<file path="config.mk">
export PLATFORM = sky130hd
export DESIGN_NAME = brtgt_cache
export DESIGN_NICKNAME = d
export VERILOG_FILES = /design/src/rtl/brtgt_pkg.sv /design/src/rtl/brtgt_index.sv /design/src/rtl/brtgt_static.sv /design/src/rtl/brtgt_store.sv /design/src/rtl/brtgt_cache.sv
export SDC_FILE = /design/constraint.sdc
export NUM_CORES = 2
export LEC_CHECK = 0
export CAP_MARGIN = 20
export CELL_PAD_IN_SITES_DETAIL_PLACEMENT = 1
export CELL_PAD_IN_SITES_GLOBAL_PLACEMENT = 2
export CORE_ASPECT_RATIO = 2
export CORE_MARGIN = 1
export CORE_UTILIZATION = 45
export CTS_CLUSTER_DIAMETER = 40
export DETAILED_ROUTE_END_ITERATION = 12
export PLACE_DENSITY_LB_ADDON = 0.1
export SKIP_LAST_GASP = 1
export SYNTH_ARGS = -nofsm -noshare
export SYNTH_HDL_FRONTEND = slang
export SYNTH_SLANG_ARGS = --single-unit
export TNS_END_PERCENT = 5
</file>
<file path="constraint.sdc">
create_clock -name clk_i -period 5.5 [get_ports clk_i]
set_input_delay 1.1 -clock clk_i [delete_from_list [all_inputs] [get_ports clk_i]]
set_output_delay 1.1 -clock clk_i [all_outputs]
set_load 0.005 [all_outputs]
</file>
<file path="src/rtl/brtgt_pkg.sv">
package brtgt_pkg;
  typedef enum logic [1:0] {
    BK_JMP     = 2'd0,
    BK_JMP_IND = 2'd1,
    BK_CND     = 2'd2,
    BK_CND_IND = 2'd3
  } br_kind_e;

  function automatic logic is_cond(logic [1:0] k);
    return k[1];
  endfunction
endpackage

</file>
<file path="src/rtl/brtgt_index.sv">
module brtgt_index #(
  parameter int ADDR_W = 32,
  parameter int IDX_W  = 6,
  localparam int TAG_W = ADDR_W - IDX_W - 1
) (
  input  logic [ADDR_W-2:0] hw_pc_i,  // halfword address, pc[ADDR_W-1:1]
  output logic [IDX_W-1:0]  idx_o,
  output logic [TAG_W-1:0]  tag_o
);
  assign idx_o = hw_pc_i[IDX_W-1:0];
  assign tag_o = hw_pc_i[ADDR_W-2:IDX_W];
endmodule

</file>
<file path="src/rtl/brtgt_static.sv">
module brtgt_static #(
  parameter int ADDR_W = 32,
  parameter int OFS_W  = 12
) (
  input  logic [ADDR_W-1:0] pc_i,
  input  logic [OFS_W-1:0]  ofs_i,
  output logic              taken_o,
  output logic [ADDR_W-1:0] target_o
);
  logic [ADDR_W-1:0] ofs_sext;

  assign ofs_sext = {{(ADDR_W-OFS_W){ofs_i[OFS_W-1]}}, ofs_i};
  assign taken_o  = ofs_i[OFS_W-1];  // backward taken, forward not
  assign target_o = pc_i + ofs_sext;
endmodule

</file>
<file path="src/rtl/brtgt_store.sv">
module brtgt_store #(
  parameter int ENTRIES = 64,
  parameter int TAG_W   = 25,
  parameter int ADDR_W  = 32,
  localparam int IDX_W  = $clog2(ENTRIES)
) (
  input  logic              clk_i,
  input  logic              rst_ni,
  input  logic              inv_all_i,
  input  logic              wr_en_i,
  input  logic [IDX_W-1:0]  wr_idx_i,
  input  logic [TAG_W-1:0]  wr_tag_i,
  input  logic [ADDR_W-1:0] wr_target_i,
  input  logic [1:0]        wr_kind_i,
  input  logic              wr_mispred_i,
  input  logic [IDX_W-1:0]  rd_idx_i,
  output logic              rd_valid_o,
  output logic [TAG_W-1:0]  rd_tag_o,
  output logic [ADDR_W-1:0] rd_target_o,
  output logic [1:0]        rd_kind_o
);
  logic [ENTRIES-1:0] valid_q;
  logic [ENTRIES-1:0] wrong_q;
  logic [TAG_W-1:0]   tag_q    [ENTRIES];
  logic [ADDR_W-1:0]  target_q [ENTRIES];
  logic [1:0]         kind_q   [ENTRIES];

  logic wr_resident;
  logic wr_drop;

  assign wr_resident = valid_q[wr_idx_i] && (tag_q[wr_idx_i] == wr_tag_i);
  // second wrong guess in a row on a resident entry retires it
  assign wr_drop     = wr_resident && wrong_q[wr_idx_i] && wr_mispred_i;

  always_ff @(posedge clk_i or negedge rst_ni) begin
    if (!rst_ni) begin
      valid_q <= '0;
    end else if (inv_all_i) begin
      valid_q <= '0;
    end else if (wr_en_i) begin
      valid_q[wr_idx_i] <= !wr_drop;
    end
  end

  always_ff @(posedge clk_i) begin
    if (wr_en_i && !inv_all_i) begin
      tag_q[wr_idx_i]    <= wr_tag_i;
      target_q[wr_idx_i] <= wr_target_i;
      kind_q[wr_idx_i]   <= wr_kind_i;
      wrong_q[wr_idx_i]  <= wr_mispred_i;
    end
  end

  // read is combinational on registered state: a same-cycle write is not seen
  assign rd_valid_o  = valid_q[rd_idx_i];
  assign rd_tag_o    = tag_q[rd_idx_i];
  assign rd_target_o = target_q[rd_idx_i];
  assign rd_kind_o   = kind_q[rd_idx_i];
endmodule

</file>
<file path="src/rtl/brtgt_cache.sv">
module brtgt_cache
  import brtgt_pkg::*;
#(
  parameter int ENTRIES = 64,
  parameter int ADDR_W  = 32,
  parameter int OFS_W   = 12
) (
  input  logic              clk_i,
  input  logic              rst_ni,
  input  logic              inv_all_i,
  input  logic              lkp_valid_i,
  input  logic [ADDR_W-1:0] lkp_pc_i,
  input  logic [OFS_W-1:0]  lkp_ofs_i,
  output logic              lkp_hit_o,
  output logic              lkp_taken_o,
  output logic [ADDR_W-1:0] lkp_target_o,
  output logic [1:0]        lkp_kind_o,
  input  logic              upd_valid_i,
  input  logic [ADDR_W-1:0] upd_pc_i,
  input  logic [ADDR_W-1:0] upd_target_i,
  input  logic [1:0]        upd_kind_i,
  input  logic              upd_mispred_i
);
  localparam int IDX_W = $clog2(ENTRIES);
  localparam int TAG_W = ADDR_W - IDX_W - 1;

  logic [IDX_W-1:0]  lkp_idx, upd_idx;
  logic [TAG_W-1:0]  lkp_tag, upd_tag;
  logic              rd_valid;
  logic [TAG_W-1:0]  rd_tag;
  logic [ADDR_W-1:0] rd_target;
  logic [1:0]        rd_kind;
  logic              st_taken;
  logic [ADDR_W-1:0] st_target;
  logic              upd_alloc;
  logic              hit;

  brtgt_index #(.ADDR_W(ADDR_W), .IDX_W(IDX_W)) u_lkp_ix (
    .hw_pc_i(lkp_pc_i[ADDR_W-1:1]), .idx_o(lkp_idx), .tag_o(lkp_tag)
  );

  brtgt_index #(.ADDR_W(ADDR_W), .IDX_W(IDX_W)) u_upd_ix (
    .hw_pc_i(upd_pc_i[ADDR_W-1:1]), .idx_o(upd_idx), .tag_o(upd_tag)
  );

  assign upd_alloc = upd_valid_i && is_cond(upd_kind_i);

  brtgt_store #(.ENTRIES(ENTRIES), .TAG_W(TAG_W), .ADDR_W(ADDR_W)) u_store (
    .clk_i       (clk_i),
    .rst_ni      (rst_ni),
    .inv_all_i   (inv_all_i),
    .wr_en_i     (upd_alloc),
    .wr_idx_i    (upd_idx),
    .wr_tag_i    (upd_tag),
    .wr_target_i (upd_target_i),
    .wr_kind_i   (upd_kind_i),
    .wr_mispred_i(upd_mispred_i),
    .rd_idx_i    (lkp_idx),
    .rd_valid_o  (rd_valid),
    .rd_tag_o    (rd_tag),
    .rd_target_o (rd_target),
    .rd_kind_o   (rd_kind)
  );

  brtgt_static #(.ADDR_W(ADDR_W), .OFS_W(OFS_W)) u_static (
    .pc_i(lkp_pc_i), .ofs_i(lkp_ofs_i), .taken_o(st_taken), .target_o(st_target)
  );

  assign hit          = lkp_valid_i && rd_valid && (rd_tag == lkp_tag);
  assign lkp_hit_o    = hit;
  assign lkp_taken_o  = hit || st_taken;
  assign lkp_target_o = hit ? rd_target : st_target;
  assign lkp_kind_o   = hit ? rd_kind : 2'd0;
endmodule

</file>
==> flow_summary_export.csv <==
group,metric,value,unit
run_status,status,"finished, violations left",
run_status,violations,"negative setup slack",
final_layout,fin_area,199000,um2
route,wl_per_cell,50.1,um
route,dr.first_iter.drc_count,14124,
placement,numPortBuffers,150,
clocking,clock-sinks,3904,
placement,gp_congestion,1.02,
final_layout,fill_cells,31773,
timing,finalSetupViolCount,36,
setup_path,worst_setup_path_end_kind,"primary output",
clocking,clk_path_buf_depth,4,
setup_path,critPathArrivalTime,5.56,ns
final_layout,utilization,54.6,%
timing,maxSlewHeadroom,13.7,%
clocking,clk_pin_slew,0.05,ns
timing,worst_slack,-1.16,ns
grt,grt_pass1_wl,965,mm
synthesis,synth_edf_count,3840,
die,core_area,365000,um2
timing,skew,0.0583,ns
timing,final-hold-violation-count,0,
power_and_ir_drop,pwr-share-comb,8.7,%
synthesis,netlist_instances,8169,
synthesis,ys_types,95,
power_and_ir_drop,power.share.clock,43.3,%
route,vias,102896,
route,firstDrtPassIters,6,
setup_path,worst_r2r_path_depth,14,
route,antenna_left,0,
route,drcViolationCount,0,
synthesis,ys_seq_area_share,70.8,%
clocking,clockRootBuffer,"clkbuf_16",
timing,worst_hold_slack,0.250,ns
synthesis,syn-cell-area,165000,um2
power_and_ir_drop,leakagePower,65.0,nW
flow_run,maxCapViolations,0,
clocking,htreeDepth,5,
power_and_ir_drop,pwr-share-seq,48.1,%
power_and_ir_drop,swShare,23.9,%
placement,dp_hpwl,463,mm
timing,fmax,150,MHz
worst_hold_path,hold_path_class,"input port to asynchronous set/reset pin",
clocking,numCtsBuffers,412,
route,drt-vias-per-instance,7.03,
power_and_ir_drop,p_per_area,342,nW/um2
synthesis,ys_async_sr_fraction,1.64,%
final_layout,drive_gt1_share,36.8,%
timing,period_minus_slack,6.66,ns
die,die_h,859,um
grt,antenna_found_initial,52,
final_layout,syn_to_final_growth,20.8,%
setup_path,crit_type,"input port to primary output",
grt,grt_usage,39.5,%
timing,worst_pin_slew,1.29,ns
setup_path,cp_max_fo,7,
timing,rsz0062_at_grt,"true",
synthesis,ys_warn_count,0,
synthesis,ys_ff_latch,3904,
power_and_ir_drop,power.switching,0.0163,W
route,routed_wl,733,mm
timing,slew_violations,0,
die,pin_count,152,
clocking,tritoncts,"built",
grt,grt_start_max_net_pins,141,
setup_path,cp-start-kind,"input port",
synthesis,synth_fp_nets,8317,
grt,grt_overflow,0,
synthesis,synth_ff_type,"edfxtp_1",
die,fp.dieW,430,um
synthesis,syn_area_per_cell,20.2,um2
final_layout,layout.nets,9646,
placement,placed_area,184000,um2
setup_path,required,4.40,ns
die,dieArea,369000,um2
power_and_ir_drop,intPower,0.0518,W
power_and_ir_drop,ir_worst_vdd,0.304,mV
die,row_count,314,
clocking,clock_latency,1.03,ns
die,floorplan.initialDensity,45.2,%
timing,fin_crit_sh,121,%
grt,grt_pass1_vias,105132,
[worst paths after layout]
kind | start | endpoint | slack, ns
hold reg to reg | u_store.valid_q[51] | u_store.valid_q[51] | 0.61
max in group asynchronous | rst_ni | u_store.valid_q[58] | 4.52
setup reg to reg | u_store.tag_q[16][6] | u_store.valid_q[44] | 0.76
min in group clk_i | upd_target_i[25] | u_store.target_q[55][25] | 0.38
hold / removal | rst_ni | u_store.valid_q[31] | 0.25
setup / recovery | lkp_pc_i[1] | lkp_target_o[12] | -1.16
[metal layers]
layer | vias up | track usage (%) | share of wire, %
met2 | 6933 | 65.2 | 49
met1 | 55840 | 45.4 | 33
met5 | - | 0 | 0.020
met3 | 2102 | 7.77 | 8.7
li1 | 38001 | - | -
met4 | 20 | 30.5 | 9.2
[per-stage QoR]
stage / total power, W / setup slack, ns / TNS (ns) / instances
global route: 0.0692 / -1.13 / -38.94 / 14614
global placement: 0.0390 / -2.48 / -132.76 / 13742
finish: 0.0681 / -1.16 / -39.22 / 14636
detailed placement: 0.0390 / -2.42 / -128.15 / 13744
CTS: 0.0681 / -1.08 / -36.95 / 14533
floorplan: 0.0359 / -0.530 / -1161.49 / 8169
[synthesized netlist by cell type, types with 34 or more instances]
library cell	number	area, um2
o21ai_0	89	445
buf_4	56	420
mux2_2	150	1690
a22o_1	35	307
a311oi_1	69	604
a221oi_1	128	1120
nor2_1	170	638
nor2b_1	39	244
buf_1	59	221
clkbuf_1	246	923
edfxtp_1	3840	115000
mux2i_1	269	2690
buf_6	46	518
o22ai_1	76	475
xnor2_1	34	298
a221o_1	36	360
nand4_1	39	244
mux4_2	1165	26200
a22oi_1	362	2720
dfrtp_1	64	1600
nand2_1	195	732
a21oi_1	182	911
buf_2	178	891
nand3_1	50	250
[worst max-delay path, stage by stage]
cell	delay [ns]
buf_16	0.18
buf_6	0.14
buf_8	0.11
buf_6	0.10
buf_12	0.09
mux4_2	0.48
mux4_2	0.58
nor2_4	0.15
nor3_2	0.07
mux2i_4	0.27
nand4_1	0.16
buf_6	0.18
nor4_4	0.12
buf_4	0.16
nand4_1	0.14
or4_4	0.60
buf_12	0.19
buf_16	0.16
mux2_4	0.35
buf_6	0.13
[cells by family after synthesis]
kind of cell	synth area share, %
xor gates and xnor gates	0.340
DFF	70.8
muxes	19.0
AOI/OAI and AO/OA	5.61
adders and majority gates	0.247
and+or+nand+nor	2.08
buffers and inverters	1.93
[power by group through the flow]
stage	clock [W]	combinational, W	sequential (W)
3_3_place_gp	0	0.00560	0.0334
3_5_place_dp	0	0.00565	0.0334
2_1_floorplan	0	0.00248	0.0334
5_1_grt	0.0305	0.00597	0.0327
4_1_cts	0.0296	0.00572	0.0327
6_report	0.0295	0.00590	0.0327
[placed cells by master (no fill, tap or decap), types with 86 or more instances in the layout]
cell / n
edfxtp_1: 3840
mux4_2: 1167
buf_4: 946
clkbuf_16: 421
buf_12: 374
a22oi_1: 360
mux2i_1: 261
nand2_1: 192
a21oi_1: 178
mux2_2: 148
a221oi_1: 123
nor2_1: 93
buf_2: 91
o21ai_0: 86
[registers in the layout, indices dropped and copies added, names as in the netlist]
signal / flops
u_store.target_q: 2048
u_store.tag_q: 1600
u_store.valid_q: 64
u_store.kind_q: 128
u_store.wrong_q: 64
[area by class of cell]
| type | count | area (um2) | share of cell area (%) |
|---|---|---|---|
| Timing Repair Buffer | 1508 | 16300 | 8.20 |
| Antenna cell | 65 | 163 | 0.0816 |
| Inverter | 18 | 83.8 | 0.0420 |
| Clock inverter | 279 | 3290 | 1.65 |
| Clock buffer | 468 | 10700 | 5.38 |
| Sequential cell | 3904 | 117000 | 58.6 |
| Tap cell | 4740 | 5930 | 2.97 |
| Multi-Input combinational cell | 3654 | 46000 | 23.1 |
[repair_timing]
item,in CTS,in global routing
pin swaps,13,11
hold buffers,0,0
buffers inserted,37,20
gates cloned,7,0
resized for setup,214,34
endpoints found under the setup margin,36,36
No activity file was read; power rests on OpenSTA's default activity.
